`src/rtl/twi_mem_pkg.sv`:
```
package twi_mem_pkg;

  typedef enum logic [3:0] {
    ST_IDLE,
    ST_DEV,
    ST_ACK_DEV,
    ST_WORD,
    ST_ACK_WORD,
    ST_WDATA,
    ST_ACK_WDATA,
    ST_RDATA,
    ST_RACK
  } ctlState_e;

  typedef struct packed {
    logic clrBits;
    logic countBit;
    logic latchDev;
    logic loadWord;
    logic storeByte;
    logic loadTx;
    logic shiftTx;
    logic driveAck;
    logic freeSda;
  } dpStrobes_t;

endpackage

```
`src/rtl/twi_mem_datapath.sv`:
```
module twi_mem_datapath
  import twi_mem_pkg::*;
#(
  parameter int ADDR_W = 9,
  localparam int HI_W = ADDR_W - 8,
  localparam int STRAP_W = 3 - HI_W
) (
  input  logic               clk,
  input  logic               rstN,
  input  logic               sclIn,
  input  logic               sdaIn,
  input  logic [STRAP_W-1:0] strapSel,
  input  dpStrobes_t         st,
  output logic               evStart,
  output logic               evStop,
  output logic               evRise,
  output logic               evFall,
  output logic               bitsDone,
  output logic               devMatch,
  output logic               devRead,
  output logic               rxLsb,
  output logic               sdaLow
);

  localparam int MEM_BYTES = 1 << ADDR_W;
  localparam int BIT_W = 4;
  localparam int SYNC_STAGES = 2;

  logic [SYNC_STAGES-1:0] sclSync, sdaSync;
  logic sclS, sdaS, sclPrev, sdaPrev;
  logic [BIT_W-1:0] bitCnt;
  logic [7:0] rxReg, txReg, memRd;
  logic [HI_W-1:0] hiSel;
  logic [ADDR_W-1:0] addrCnt;
  logic [7:0] mem [MEM_BYTES];

  assign sclS = sclSync[SYNC_STAGES-1];
  assign sdaS = sdaSync[SYNC_STAGES-1];

  always_ff @(posedge clk or negedge rstN) begin
    if (!rstN) begin
      sclSync <= '1;
      sdaSync <= '1;
      sclPrev <= 1'b1;
      sdaPrev <= 1'b1;
    end else begin
      sclSync <= {sclSync[SYNC_STAGES-2:0], sclIn};
      sdaSync <= {sdaSync[SYNC_STAGES-2:0], sdaIn};
      sclPrev <= sclS;
      sdaPrev <= sdaS;
    end
  end

  assign evRise  = sclS & ~sclPrev;
  assign evFall  = ~sclS & sclPrev;
  assign evStart = sclS & sclPrev & sdaPrev & ~sdaS;
  assign evStop  = sclS & sclPrev & ~sdaPrev & sdaS;

  assign memRd    = mem[addrCnt];
  assign bitsDone = (bitCnt == BIT_W'(8));
  assign devMatch = (rxReg[7:4] == 4'b1010) && (rxReg[3:HI_W+1] == strapSel);
  assign devRead  = rxReg[0];
  assign rxLsb    = rxReg[0];

  always_ff @(posedge clk or negedge rstN) begin
    if (!rstN) begin
      bitCnt  <= '0;
      rxReg   <= '0;
      txReg   <= '0;
      hiSel   <= '0;
      addrCnt <= '0;
      sdaLow  <= 1'b0;
    end else begin
      if (st.clrBits)       bitCnt <= '0;
      else if (st.countBit) bitCnt <= bitCnt + 1'b1;

      if (st.countBit) rxReg <= {rxReg[6:0], sdaS};
      if (st.latchDev) hiSel <= rxReg[HI_W:1];

      if (st.loadWord)                    addrCnt <= {hiSel, rxReg};
      else if (st.storeByte || st.loadTx) addrCnt <= addrCnt + 1'b1;

      if (st.loadTx)       txReg <= memRd;
      else if (st.shiftTx) txReg <= {txReg[6:0], 1'b0};

      if (st.freeSda)       sdaLow <= 1'b0;
      else if (st.driveAck) sdaLow <= 1'b1;
      else if (st.loadTx)   sdaLow <= ~memRd[7];
      else if (st.shiftTx)  sdaLow <= ~txReg[6];
    end
  end

  always_ff @(posedge clk) begin
    if (st.storeByte) mem[addrCnt] <= rxReg;
  end

  // a START seen on the bus leaves the bit count at zero
  p_start_clears_bits_r1: assert property (@(posedge clk) disable iff (!rstN)
    evStart |=> (bitCnt == '0));

  // drive level moves only while the sampled clock is low, except releases on START/STOP
  p_sda_moves_low_r9: assert property (@(posedge clk) disable iff (!rstN)
    (!$stable(sdaLow) && !$past(evStart || evStop)) |-> !sclS);

endmodule

```
`src/rtl/twi_mem_control.sv`:
```
module twi_mem_control
  import twi_mem_pkg::*;
(
  input  logic       clk,
  input  logic       rstN,
  input  logic       evStart,
  input  logic       evStop,
  input  logic       evRise,
  input  logic       evFall,
  input  logic       bitsDone,
  input  logic       devMatch,
  input  logic       devRead,
  input  logic       rxLsb,
  output dpStrobes_t st,
  output ctlState_e  state
);

  ctlState_e nxt;
  logic rdFlag;

  always_ff @(posedge clk or negedge rstN) begin
    if (!rstN) begin
      state  <= ST_IDLE;
      rdFlag <= 1'b0;
    end else begin
      state <= nxt;
      if (st.latchDev) rdFlag <= devRead;
    end
  end

  always_comb begin
    st  = '0;
    nxt = state;
    if (evStart) begin
      nxt        = ST_DEV;
      st.clrBits = 1'b1;
      st.freeSda = 1'b1;
    end else if (evStop) begin
      nxt        = ST_IDLE;
      st.clrBits = 1'b1;
      st.freeSda = 1'b1;
    end else if (evRise) begin
      if (state != ST_IDLE) st.countBit = 1'b1;
    end else if (evFall) begin
      case (state)
        ST_DEV: if (bitsDone) begin
          if (devMatch) begin
            st.latchDev = 1'b1;
            st.driveAck = 1'b1;
            nxt         = ST_ACK_DEV;
          end else begin
            st.freeSda = 1'b1;
            nxt        = ST_IDLE;
          end
        end
        ST_ACK_DEV: begin
          st.clrBits = 1'b1;
          if (rdFlag) begin
            st.loadTx = 1'b1;
            nxt       = ST_RDATA;
          end else begin
            st.freeSda = 1'b1;
            nxt        = ST_WORD;
          end
        end
        ST_WORD: if (bitsDone) begin
          st.loadWord = 1'b1;
          st.driveAck = 1'b1;
          nxt         = ST_ACK_WORD;
        end
        ST_ACK_WORD, ST_ACK_WDATA: begin
          st.clrBits = 1'b1;
          st.freeSda = 1'b1;
          nxt        = ST_WDATA;
        end
        ST_WDATA: if (bitsDone) begin
          st.storeByte = 1'b1;
          st.driveAck  = 1'b1;
          nxt          = ST_ACK_WDATA;
        end
        ST_RDATA: begin
          if (bitsDone) begin
            st.freeSda = 1'b1;
            st.clrBits = 1'b1;
            nxt        = ST_RACK;
          end else begin
            st.shiftTx = 1'b1;
          end
        end
        ST_RACK: begin
          if (!rxLsb) begin
            st.loadTx  = 1'b1;
            st.clrBits = 1'b1;
            nxt        = ST_RDATA;
          end else begin
            st.freeSda = 1'b1;
            nxt        = ST_IDLE;
          end
        end
        default: ;
      endcase
    end
  end

endmodule

```
`src/rtl/twi_mem_target.sv`:
```
module twi_mem_target
  import twi_mem_pkg::*;
#(
  parameter int ADDR_W = 9,
  localparam int STRAP_W = 11 - ADDR_W
) (
  input  logic               clk,
  input  logic               rstN,
  input  logic               sclIn,
  input  logic               sdaIn,
  input  logic [STRAP_W-1:0] strapSel,
  output logic               sdaDrvLow
);

  dpStrobes_t strobes;
  ctlState_e  ctlState;
  logic evStart, evStop, evRise, evFall, bitsDone, devMatch, devRead, rxLsb;

  twi_mem_datapath #(.ADDR_W(ADDR_W)) uDp (
    .clk(clk), .rstN(rstN), .sclIn(sclIn), .sdaIn(sdaIn), .strapSel(strapSel),
    .st(strobes), .evStart(evStart), .evStop(evStop), .evRise(evRise),
    .evFall(evFall), .bitsDone(bitsDone), .devMatch(devMatch),
    .devRead(devRead), .rxLsb(rxLsb), .sdaLow(sdaDrvLow)
  );

  twi_mem_control uCtl (
    .clk(clk), .rstN(rstN), .evStart(evStart), .evStop(evStop),
    .evRise(evRise), .evFall(evFall), .bitsDone(bitsDone),
    .devMatch(devMatch), .devRead(devRead), .rxLsb(rxLsb),
    .st(strobes), .state(ctlState)
  );

  // every acknowledge phase pulls the line low
  p_ack_drives_r2: assert property (@(posedge clk) disable iff (!rstN)
    (ctlState == ST_ACK_DEV || ctlState == ST_ACK_WORD || ctlState == ST_ACK_WDATA)
      |-> sdaDrvLow);

  // idle means the line is left alone
  p_idle_released_r10: assert property (@(posedge clk) disable iff (!rstN)
    (ctlState == ST_IDLE) |-> !sdaDrvLow);

  // released while the master answers a read byte
  p_master_ack_free_r11: assert property (@(posedge clk) disable iff (!rstN)
    (ctlState == ST_RACK) |-> !sdaDrvLow);

endmodule

```
`config.mk`:
```
export PLATFORM = sky130hd
export DESIGN_NAME = twi_mem_target
export DESIGN_NICKNAME = d
export VERILOG_FILES = /design/src/rtl/twi_mem_pkg.sv /design/src/rtl/twi_mem_datapath.sv /design/src/rtl/twi_mem_control.sv /design/src/rtl/twi_mem_target.sv
export SDC_FILE = /design/constraint.sdc
export NUM_CORES = 2
export LEC_CHECK = 0
export BUFFER_PORTS_ARGS = -buffer_cell sky130_fd_sc_hd__clkbuf_2
export CAP_MARGIN = 40
export CORE_MARGIN = 2
export CORE_UTILIZATION = 55
export CTS_CLUSTER_SIZE = 30
export DETAILED_ROUTE_END_ITERATION = 12
export GPL_TIMING_DRIVEN = 0
export PLACE_DENSITY = 0.73
export REMOVE_ABC_BUFFERS = 1
export SLEW_MARGIN = 40
export SYNTH_ARGS = -nofsm -noshare
export SYNTH_HDL_FRONTEND = slang
export SYNTH_SLANG_ARGS = --single-unit
```
`constraint.sdc`:
```
create_clock -name clk -period 7.9 [get_ports clk]
set_clock_uncertainty 0.05 [all_clocks]
set_input_delay 1.58 -clock clk [delete_from_list [all_inputs] [get_ports clk]]
set_output_delay 1.58 -clock clk [all_outputs]
set_load 0.05 [all_outputs]
```
==> Flow_metrics.wiki <==
{| class="wikitable"
! Metric !! Value
|-
| Run status || finished, final reports clean
|-
| Layout fillers || 18,779
|-
| Setup TNS after final layout || 0 ns
|-
| Number of max-cap violations || 0
|-
| Hold_buf cts || 0
|-
| Avg Cell Area, Syn || 21.1 um2
|-
| Post-synth EDFFs || 4,096
|-
| Initial Util || 55.2%
|-
| Most common cell after layout, fill and taps aside || sky130_fd_sc_hd__edfxtp_1
|-
| Final nets || 7,843
|-
| Die outline height || 544 um
|-
| Final standard cell utilization of the core || 62.6%
|-
| Min Tclk post-route || 6.07 ns
|-
| Fraction of final layout cells sized beyond drive strength 1 || 27.0%
|-
| TritonCTS buffer count || 392
|-
| Global-route total usage across every layer || 28.7%
|-
| Maximum root-to-sink buffer count || 4
|-
| TritonCTS clock tree || done
|-
| Final setup violating endpoints || 0
|-
| Post-Syn Area || 161,000 um2
|-
| Setup repair after global routing missed its margin || no
|-
| Antenna violation net count after detailed routing || 0
|-
| CTS H-tree depth || 5
|-
| Count of boundary I/O pins || 7
|-
| Leak pwr || 54.9 nW
|-
| Largest voltage drop on the vdd net || 0.317 mV
|-
| Number of slew-limit violations in the final report || 0
|-
| Period utilization || 76.8%
|-
| Leading cell types in the layout, fill and taps excluded || sky130_fd_sc_hd__edfxtp_1, sky130_fd_sc_hd__mux4_2, sky130_fd_sc_hd__nor2_1
|-
| Hold violation count in the final report || 0
|-
| Setup fix buffers added after clock tree synthesis || 0
|-
| Area of the die || 296,000 um2
|-
| Routed vias/inst || 6.83
|-
| Flops & latches, synth || 4,137
|-
| Worst setup path category || reg2reg
|-
| Root buffer cell || sky130_fd_sc_hd__clkbuf_16
|-
| Die Wd || 544 um
|-
| Final weighted congestion of routability-driven global placement || 0.865
|-
| Highest Clock Rate || 0.165 GHz
|-
| Slew Limit Headroom || 32.8%
|-
| DRC violation count after routing || 0
|-
| Crit path from || uDp.addrCnt[1]$_DFFE_PN0P_
|-
| Endpoint type of the worst setup path || flop
|-
| Post-DR wirelength/cell || 35.2 um
|-
| Tightest Pin Transition || 1.01 ns
|-
| Drt first pass iters || 7
|-
| Most used flip-flop cell after synthesis || sky130_fd_sc_hd__edfxtp_1
|-
| Origin of the critical flop-to-flop path || uDp.addrCnt[1]$_DFFE_PN0P_
|-
| Pin count of the biggest net entering global routing || 65
|-
| Starting DRC count in detailed routing || 12,286
|-
| Cells after Synth || 7,615
|-
| Crit-path max FO || 34
|-
| Clock transition time at the flip-flop clock pins of the worst setup and hold paths || 0.07 ns
|-
| Min-Delay Startpoint || uDp.sclSync[0]$_DFF_PN1_
|-
| GRT overflow || 0
|-
| Sequential element share of the synthesized area || 77.2%
|-
| Layout overhead on the synthesized area || 13.4%
|-
| Detailed-route via count || 82,376
|-
| Number of antenna violations at the first check in global routing || 17
|-
| Worst skew pair latency || 0.92 ns
|-
| HPWL reported at the end of detailed placement || 274 mm
|-
| Wire length of the first global-routing pass || 602 mm
|-
| CTS resizes || 0
|-
| Vias in the first global route || 81,731
|-
| Async S/R FF share, synth || 0.991%
|-
| Launching element type of the critical path || flop
|-
| Yosys Warn Count || 0
|-
| Routed wire length || 425 mm
|-
| Cell area power density || 272 nW/um2
|-
| Worst hold slack after final layout || 0.309 ns
|-
| Core region area || 291,000 um2
|-
| Crit path required time || 8.60 ns
|-
| Sink count of the clock tree || 4,137
|-
| Arr. time, crit path || 6.77 ns
|-
| Number of rows in the core area || 198
|-
| Number of port buffers || 6
|-
| Unique masters post-synth || 77
|-
| Class of the tightest hold or removal check || reg2reg
|}
[synth_stat cells (32+ instances only)]
library cell                number  area [um2]
sky130_fd_sc_hd__clkbuf_1      163         612
sky130_fd_sc_hd__nand3_1        54         270
sky130_fd_sc_hd__a221oi_1       32         280
sky130_fd_sc_hd__nor2_1        646        2420
sky130_fd_sc_hd__a2111oi_0      45         394
sky130_fd_sc_hd__nor2b_1        47         294
sky130_fd_sc_hd__buf_1         105         394
sky130_fd_sc_hd__buf_4          37         278
sky130_fd_sc_hd__a22oi_1       123         923
sky130_fd_sc_hd__mux2i_1       203        2030
sky130_fd_sc_hd__nor3_1         38         190
sky130_fd_sc_hd__a21oi_1        95         475
sky130_fd_sc_hd__mux2_2         72         811
sky130_fd_sc_hd__buf_2         158         791
sky130_fd_sc_hd__o22ai_1        41         257
sky130_fd_sc_hd__nand2_1       216         811
sky130_fd_sc_hd__mux4_2        996       22400
sky130_fd_sc_hd__dfrtp_1        35         876
sky130_fd_sc_hd__o21ai_0        63         315
sky130_fd_sc_hd__a211oi_1       47         353
sky130_fd_sc_hd__edfxtp_1     4096      123000
[flip-flops by register name, indices dropped and copies added (netlist names)]
name / count
uDp.txReg: 7
uDp.sdaLow: 1
uCtl.state: 4
uDp.addrCnt: 9
uDp.rxReg: 8
uDp.sclPrev: 1
uDp.sdaSync: 2
uDp.bitCnt: 4
uDp.sclSync: 2
uDp.mem: 4096
uDp.hiSel: 1
uCtl.rdFlag: 1
uDp.sdaPrev: 1
[kinds of logic after synthesis]
kind of cell,synth area share [%]
flops,77.2
mux,15.7
simple gates,3.01
compound gates,2.58
buf+inv,1.36
xor+xnor,0.0436
fa+ha+maj,0.0467
[worst max-delay path: stages, from the launching register on]
cell and delay (ns):
sky130_fd_sc_hd__dfrtp_4 0.75, sky130_fd_sc_hd__buf_12 0.31, sky130_fd_sc_hd__buf_12 0.29, sky130_fd_sc_hd__buf_12 0.24, sky130_fd_sc_hd__buf_12 0.23, sky130_fd_sc_hd__buf_12 0.25
sky130_fd_sc_hd__buf_12 0.24, sky130_fd_sc_hd__mux4_2 0.55, sky130_fd_sc_hd__nor2_1 0.11, sky130_fd_sc_hd__o31ai_1 0.12, sky130_fd_sc_hd__o31ai_1 0.71, sky130_fd_sc_hd__o2111ai_1 0.66
sky130_fd_sc_hd__a2111oi_1 1.05, sky130_fd_sc_hd__a32oi_1 0.23
[per-stage QoR]
stage,std cells,setup WS (ns),instance area (um2),power (W)
after global placement,11052,-108.88,163000,0.0312
final,12058,1.83,182000,0.0496
after detailed placement,11336,2.30,170000,0.0317
after global routing,12052,1.98,182000,0.0507
after CTS,12050,2.25,182000,0.0496
after floorplan,7146,-38.06,158000,0.0308
[per-layer routing]
metal	global-route usage, %	up-vias	part of all wire (%)
met4	13.7	10	5.6
met3	6.97	1075	12
met1	39.1	43255	35
li1	-	32195	-
met2	44.1	5841	47
met5	0	-	0.016
[final timing paths]
| path | end | cells past startpoint | slack, ns |
|---|---|---|---|
| max | uDp.txReg[4]$_DFFE_PN0P_ | 13 | 1.83 |
| min | uDp.sclSync[1]$_DFF_PN1_ | 0 | 0.31 |
| max reg2reg | uDp.txReg[4]$_DFFE_PN0P_ | 13 | 1.83 |
| min reg2reg | uDp.sclSync[1]$_DFF_PN1_ | 0 | 0.31 |
| max in group asynchronous | uDp.addrCnt[3]$_DFFE_PN0P_ | 1 | 6.65 |
| min in group asynchronous | uDp.rxReg[4]$_DFFE_PN0P_ | 1 | 0.64 |
[where the power goes]
group | total [W] | switching (W) | leakage (nW) | internal, W
Sequential | 0.0272 | 0.000208 | 37.5 | 0.0270
Combinational | 0.00404 | 0.00317 | 11.3 | 0.000868
Clock | 0.0184 | 0.00799 | 6.05 | 0.0104
Total | 0.0496 | 0.0114 | 54.9 | 0.0382
[final cells by class]
class	count	area [um2]	area share [%]
multi-input cells	2996	35400	19.4
flip-flops and latches	4137	124000	68.1
inverters	13	71.3	0.0392
well taps	3900	4880	2.68
clock inverters	226	1990	1.09
diodes	7	17.5	0.00962
clock buffers	488	10400	5.70
repair buffers	291	5340	2.93
(Power assumes the default switching activity.)
